[config.mk]
export PLATFORM = sky130hd
export DESIGN_NAME = blk_xfer_seq
export DESIGN_NICKNAME = d
export VERILOG_FILES = /design/src/rtl/blk_xfer_pkg.sv /design/src/rtl/blk_xfer_mode_map.sv /design/src/rtl/blk_xfer_addr_plan.sv /design/src/rtl/blk_xfer_walker.sv /design/src/rtl/blk_xfer_seq.sv
export SDC_FILE = /design/constraint.sdc
export NUM_CORES = 1
export LEC_CHECK = 0
export ABC_AREA = 1
export BUFFER_PORTS_ARGS = -buffer_cell sky130_fd_sc_hd__buf_2
export CAP_MARGIN = 20
export CORE_ASPECT_RATIO = 1.1
export CORE_MARGIN = 3
export CORE_UTILIZATION = 59
export DETAILED_ROUTE_END_ITERATION = 6
export GPL_ROUTABILITY_DRIVEN = 0
export PLACE_DENSITY_LB_ADDON = 0.15
export RECOVER_POWER = 100
export SYNTH_ARGS = -nofsm -noshare
export SYNTH_HDL_FRONTEND = slang
export SYNTH_SLANG_ARGS = --single-unit
[constraint.sdc]
create_clock -name clk -period 8.3 [get_ports clk]
set_input_delay 1.66 -clock clk [delete_from_list [all_inputs] [get_ports clk]]
set_output_delay 1.66 -clock clk [all_outputs]
set_load 0.01 [all_outputs]
[src/rtl/blk_xfer_pkg.sv]
// Shared types for the block transfer sequencer.
// Assumes a two-bit walk code; the order of the enum values is the external encoding.
package blk_xfer_pkg;

    typedef enum logic [1:0] {
        XM_INC_AFTER  = 2'd0,
        XM_INC_BEFORE = 2'd1,
        XM_DEC_AFTER  = 2'd2,
        XM_DEC_BEFORE = 2'd3
    } xfer_mode_e;

endpackage

[src/rtl/blk_xfer_mode_map.sv]
// Resolves the request code into one of four address walks.
// Assumes the stack codes are ordered full-desc, empty-desc, full-asc, empty-asc (0..3).
// For loads a stack code maps to the walk with the same number; for stores it maps to 3-code.
module blk_xfer_mode_map
    import blk_xfer_pkg::*;
(
    input  logic [1:0]  code_i,
    input  logic        alias_i,
    input  logic        load_i,
    output xfer_mode_e  mode_o
);

    // Select direct, load-alias or store-alias interpretation.
    always_comb begin
        if (alias_i && !load_i) begin
            mode_o = xfer_mode_e'(~code_i);
        end else begin
            mode_o = xfer_mode_e'(code_i);
        end
    end

endmodule

[src/rtl/blk_xfer_addr_plan.sv]
// Computes the first beat address and the writeback base for a request.
// Assumes words of STEP bytes and modular address arithmetic.
module blk_xfer_addr_plan
    import blk_xfer_pkg::*;
#(
    parameter int ADDR_W = 32,
    parameter int NREG   = 16,
    parameter int STEP   = 4
) (
    input  logic [ADDR_W-1:0] base_i,
    input  logic [NREG-1:0]   mask_i,
    input  xfer_mode_e        mode_i,
    output logic [ADDR_W-1:0] first_o,
    output logic [ADDR_W-1:0] wb_o
);

    localparam int CNT_W = $clog2(NREG + 1);

    logic [CNT_W-1:0]  cnt;
    logic [ADDR_W-1:0] span;
    logic [ADDR_W-1:0] step;

    // Count the registers in the list.
    always_comb begin
        cnt = '0;
        for (int i = 0; i < NREG; i++) begin
            cnt = cnt + CNT_W'(mask_i[i]);
        end
    end

    // Derive start address and final base from the walk.
    always_comb begin
        step = ADDR_W'(STEP);
        span = ADDR_W'(cnt) * step;
        case (mode_i)
            XM_INC_AFTER:  first_o = base_i;
            XM_INC_BEFORE: first_o = base_i + step;
            XM_DEC_AFTER:  first_o = base_i - span + step;
            default:       first_o = base_i - span;
        endcase
        if (mode_i == XM_INC_AFTER || mode_i == XM_INC_BEFORE) begin
            wb_o = base_i + span;
        end else begin
            wb_o = base_i - span;
        end
    end

endmodule

[src/rtl/blk_xfer_walker.sv]
// Steps through the captured register list, one beat per cycle.
// Assumes take_i is only raised while idle; the highest index is the program counter.
module blk_xfer_walker #(
    parameter int ADDR_W = 32,
    parameter int NREG   = 16,
    parameter int STEP   = 4
) (
    input  logic                    clk,
    input  logic                    rst_n,
    input  logic                    take_i,
    input  logic [ADDR_W-1:0]       first_i,
    input  logic [ADDR_W-1:0]       wb_val_i,
    input  logic [NREG-1:0]         mask_i,
    input  logic                    load_i,
    input  logic                    wb_req_i,
    output logic                    busy_o,
    output logic                    valid_o,
    output logic [ADDR_W-1:0]       addr_o,
    output logic [$clog2(NREG)-1:0] reg_o,
    output logic                    last_o,
    output logic                    pc_load_o,
    output logic                    done_o,
    output logic                    wb_en_o,
    output logic [ADDR_W-1:0]       wb_val_o
);

    localparam int IDX_W = $clog2(NREG);
    localparam int PC_IX = NREG - 1;

    logic              busy_q;
    logic [NREG-1:0]   pend_q;
    logic [ADDR_W-1:0] addr_q;
    logic [ADDR_W-1:0] wbv_q;
    logic              wbr_q;
    logic              ld_q;
    logic [IDX_W-1:0]  low_ix;
    logic [NREG-1:0]   pick;
    logic [NREG-1:0]   rest;

    // Locate the lowest pending register and the list left after it.
    always_comb begin
        low_ix = '0;
        for (int i = NREG - 1; i >= 0; i--) begin
            if (pend_q[i]) begin
                low_ix = IDX_W'(i);
            end
        end
        pick         = '0;
        pick[low_ix] = 1'b1;
        rest         = pend_q & ~pick;
    end

    // Beat and completion outputs.
    always_comb begin
        busy_o    = busy_q;
        valid_o   = busy_q && (pend_q != '0);
        addr_o    = addr_q;
        reg_o     = low_ix;
        done_o    = busy_q && (rest == '0);
        last_o    = valid_o && (rest == '0);
        pc_load_o = valid_o && ld_q && (low_ix == IDX_W'(PC_IX));
        wb_en_o   = done_o && wbr_q;
        wb_val_o  = wbv_q;
    end

    // Capture a request, then retire one register per cycle.
    always_ff @(posedge clk) begin
        if (!rst_n) begin
            busy_q <= 1'b0;
            pend_q <= '0;
            addr_q <= '0;
            wbv_q  <= '0;
            wbr_q  <= 1'b0;
            ld_q   <= 1'b0;
        end else if (take_i) begin
            busy_q <= 1'b1;
            pend_q <= mask_i;
            addr_q <= first_i;
            wbv_q  <= wb_val_i;
            wbr_q  <= wb_req_i;
            ld_q   <= load_i;
        end else if (busy_q) begin
            pend_q <= rest;
            addr_q <= addr_q + ADDR_W'(STEP);
            if (done_o) begin
                busy_q <= 1'b0;
            end
        end
    end

endmodule

[src/rtl/blk_xfer_seq.sv]
// Top of the block transfer address sequencer.
// Accepts a request only when idle; all request inputs are sampled on that edge alone.
module blk_xfer_seq
    import blk_xfer_pkg::*;
#(
    parameter int ADDR_W = 32,
    parameter int NREG   = 16,
    parameter int STEP   = 4
) (
    input  logic                    clk,
    input  logic                    rst_n,
    input  logic                    start_i,
    input  logic [ADDR_W-1:0]       base_i,
    input  logic [NREG-1:0]         mask_i,
    input  logic [1:0]              mode_i,
    input  logic                    alias_i,
    input  logic                    load_i,
    input  logic                    wb_i,
    output logic                    busy_o,
    output logic                    valid_o,
    output logic [ADDR_W-1:0]       addr_o,
    output logic [$clog2(NREG)-1:0] reg_o,
    output logic                    last_o,
    output logic                    pc_load_o,
    output logic                    done_o,
    output logic                    wb_en_o,
    output logic [ADDR_W-1:0]       wb_val_o
);

    xfer_mode_e        walk;
    logic [ADDR_W-1:0] first_addr;
    logic [ADDR_W-1:0] final_base;
    logic              take;

    // Gate new requests while a transfer runs.
    always_comb take = start_i && !busy_o;

    blk_xfer_mode_map u_map (
        .code_i  (mode_i),
        .alias_i (alias_i),
        .load_i  (load_i),
        .mode_o  (walk)
    );

    blk_xfer_addr_plan #(.ADDR_W(ADDR_W), .NREG(NREG), .STEP(STEP)) u_plan (
        .base_i  (base_i),
        .mask_i  (mask_i),
        .mode_i  (walk),
        .first_o (first_addr),
        .wb_o    (final_base)
    );

    blk_xfer_walker #(.ADDR_W(ADDR_W), .NREG(NREG), .STEP(STEP)) u_walk (
        .clk       (clk),
        .rst_n     (rst_n),
        .take_i    (take),
        .first_i   (first_addr),
        .wb_val_i  (final_base),
        .mask_i    (mask_i),
        .load_i    (load_i),
        .wb_req_i  (wb_i),
        .busy_o    (busy_o),
        .valid_o   (valid_o),
        .addr_o    (addr_o),
        .reg_o     (reg_o),
        .last_o    (last_o),
        .pc_load_o (pc_load_o),
        .done_o    (done_o),
        .wb_en_o   (wb_en_o),
        .wb_val_o  (wb_val_o)
    );

endmodule

==> summary.md <==
| Metric | Value |
|---|---|
| Status | finished with violations |
| Violated checks | max-capacitance violations, max-slew violations |
| Peak VDD IR | ~190 uV |
| TritonCTS Buffers | 9 |
| Die ar. | 16800 sq um |
| Clock latency on the worst-skew pair | 0.35 ns |
| Part of the cycle the worst path needs | between 90% and 100% |
| Crit-path most repeated cell | nand2_1 |
| Grt met3 use | between 10% and 20% |
| Vias in the first global route | 9791 |
| Fin. Hold Viols | 0 |
| Synth top cells by count | nand2_1 (453), inv_1 (203), nand3_1 (172) |
| Ys Warns | 0 |
| Seq/Total Area, Yosys | between 15 and 20% |
| Post-route ant nets | 0 |
| Total wire length | 32200 um |
| CP Data Required Time | 8.57 ns |
| Total track usage | a little under two fifths |
| Net Count, Synth | 1678 |
| Initial antenna violation count | 0 |
| CTS root buf | clkbuf_16 |
| Number of fillers in the final layout | around 1500 |
| Post-synth top flop | dfxtp_1 |
| Mapped Cells | 1592 |
| Slew Limit Fails | approximately 140 |
| Row Count | 46 |
| Most frequent cell after synthesis | nand2_1 |
| H-tree levels | 3 |
| CTS resizes | 0 |
| Met1 Use GR | 52.1% |
| DRC Markers | 0 |
| Synth top area share | 18.9% |
| Initial core utilization | around three fifths |
| Critical Path End Type | flop |
| PwrDens | 194 nW/um^2 |
| # setup viols final | 0 |
| Top post-synthesis cells by area | nand2_1 (19%), dfxtp_1 (18%), nand3_1 (9.5%) |
| Slowest stage cell on the critical path | fa_1 |
| Critical path class | input port to flop |
| Leading area contributor after synthesis | nand2_1 |
| Met2 Use GR | 54.1% |
| Worst Tran Pin Value | 3.97 ns |
| RSZ-0062 raised after global routing | false |
| Critical Path AT | 7.93 ns |
| Final Critical Period | 7.65 ns |
| Post-synth EDFFs | 0 |
| Netlist cell types | 50 |
| Max-cap violations | 2 |
| #FFs+latches synth | 83 |
| DP HPWL | 24100 um |
| WHS | 0.465 ns |
| Total number of vias | ~11000 |
| Clock Skew | ~0.012 ns |
| Die X-Extent | ~120 um |
| Inserted Diodes | 0 |
| DRT Pass-1 Iters | 6 |
| Largest stage delay, worst path | ~0.54 ns |
| Async set-or-reset flop fraction in the synthesized netlist | 0% |
| Cts hold-fix bufs | 0 |
| CP max FO | 9 |
| Clock-pin slew on the worst setup and hold paths | ~0.070 ns |
| P&R area growth vs syn | 7.99% |
| Number of I/O pins | between 100 and 150 |
| DR WL/cell | between 15 and 20 um |
| Clk buf depth | 2 |
| Post-synthesis cell area | ~9000 sq um |
| DRT iter0 DRCs | 1919 |
| Die Ht | 136 um |
| Leakage | 0.00453 uW |
| Placeable Area | between 10000 and 15000 sq um |
| Largest net degree at the start of global routing | 91 |
| Slew headroom | -164% |
| Layout cells sized above 1 | 7.89% |
| Post-CTS setup buffer count | 0 |
| Total grt overflow | 0 |
| CTS tree | built |
| Min-delay worst type | flop to flop |
| First-pass GRT wire length | 49900 um |
| Vias/cell | between 6 and 7 |
| Setup tns final | 0 ns |
| Startpoint Class | input port |
| Maximum clock rate | between 100 and 150 MHz |
| Clock sink count | 83 |
| GRT busiest layer | met2 |
| Nets | ~1800 |
| PortBufs | 129 |
| Mean Syn Cell Area | 5.66 sq um |
## state kept, by name (all words and copies together), names as in the netlist
register	flops
u_walk.busy_o	1
u_walk.addr_o	32
u_walk.wb_val_o	32
u_walk.pend_q	16
u_walk.wbr_q	1
u_walk.ld_q	1
## routing by layer
| layer | share of wire (%) | routed length (um) | vias to the layer above |
|---|---|---|---|
| li1 | - | - | 5332 |
| met1 | 40 | 13000 | 4932 |
| met2 | 40 | 12900 | 842 |
| met4 | 4.1 | 1310 | 0 |
| met3 | 15 | 4920 | 137 |
| met5 | 0 | 0 | - |
## cell families after synthesis
family	share of synthesized area [%]
xor+xnor	2.14
compound gates	16.8
fa+ha+maj	5.16
simple gates	44.6
buf+inv	12.9
flops	18.4
## layout by cell type (no fill, tap or decap), types with 5 or more instances in the layout
cell and count:
buf_4 5, o21a_1 5, o211ai_1 17, o21ai_0 101, xor2_1 19, dfxtp_1 83, clkbuf_1 77, clkbuf_16 9
inv_1 205, nor2_1 165, nor3_1 17, ha_1 18, nand2_1 457, a31oi_1 25, or2_2 5, o21bai_1 5
nand3_1 174, o22ai_1 7, a21oi_1 84, nand4_1 39, nand2_2 9, buf_2 56, inv_2 6, fa_1 12
nor2_4 9, o221ai_1 7, nor2_2 12
## critical path, delay by kind of cell
family | cells | cell delay [ns]
AND/OR/NAND/NOR | 15 | 2.14
adder cells (fa/ha/maj) | 8 | 3.43
buffers and inverters | 5 | 0.37
AO/OA/AOI/OAI | 2 | 0.33
## through the flow
| stage | total power, uW | worst slack, ns | cells | area, sq um | utilization (%) |
|---|---|---|---|---|---|
| after detailed placement | 1500 | 0.491 | 1849 | 9620 | 65.5 |
| after global placement | 1480 | 0.604 | 1849 | 9620 | 65.5 |
| after floorplan | 1230 | 1.36 | 1592 | 9020 | - |
| after global routing | 2030 | 0.200 | 1865 | 9740 | 66.4 |
| after CTS | 1880 | 0.850 | 1865 | 9900 | 67.4 |
| final | 1890 | 0.645 | 1865 | 9740 | 66.4 |
## report_power, final
part / switching [uW] / leakage (uW) / internal (uW)
logic: 705 / 0.00372 / 321
registers: 42.0 / 0.000684 / 440
clock network: 178 / 0.000126 / 206
## path summary, 6_finish.rpt
check	startpoint	end	slack [ns]	depth (start not counted)
setup / recovery	mask_i[1]	u_walk.addr_o[16]$_SDFFE_PN0P_	0.65	30
hold / removal	u_walk.wb_val_o[0]$_SDFFE_PN0P_	u_walk.wb_val_o[0]$_SDFFE_PN0P_	0.47	2
setup reg to reg	u_walk.busy_o$_SDFF_PN0_	u_walk.addr_o[8]$_SDFFE_PN0P_	3.05	5
hold reg to reg	u_walk.wb_val_o[0]$_SDFFE_PN0P_	u_walk.wb_val_o[0]$_SDFFE_PN0P_	0.47	2
## cell type report
type	instances	area (sq um)	share of cell area (%)
Multi-Input combinational cell	1224	6160	63.2
Sequential cell	83	1660	17.1
Inverter	213	800	8.21
Timing Repair Buffer	137	603	6.19
Tap cell	192	240	2.47
Clock buffer	10	229	2.35
Clock inverter	6	48.8	0.501
(Power assumes the default switching activity.)
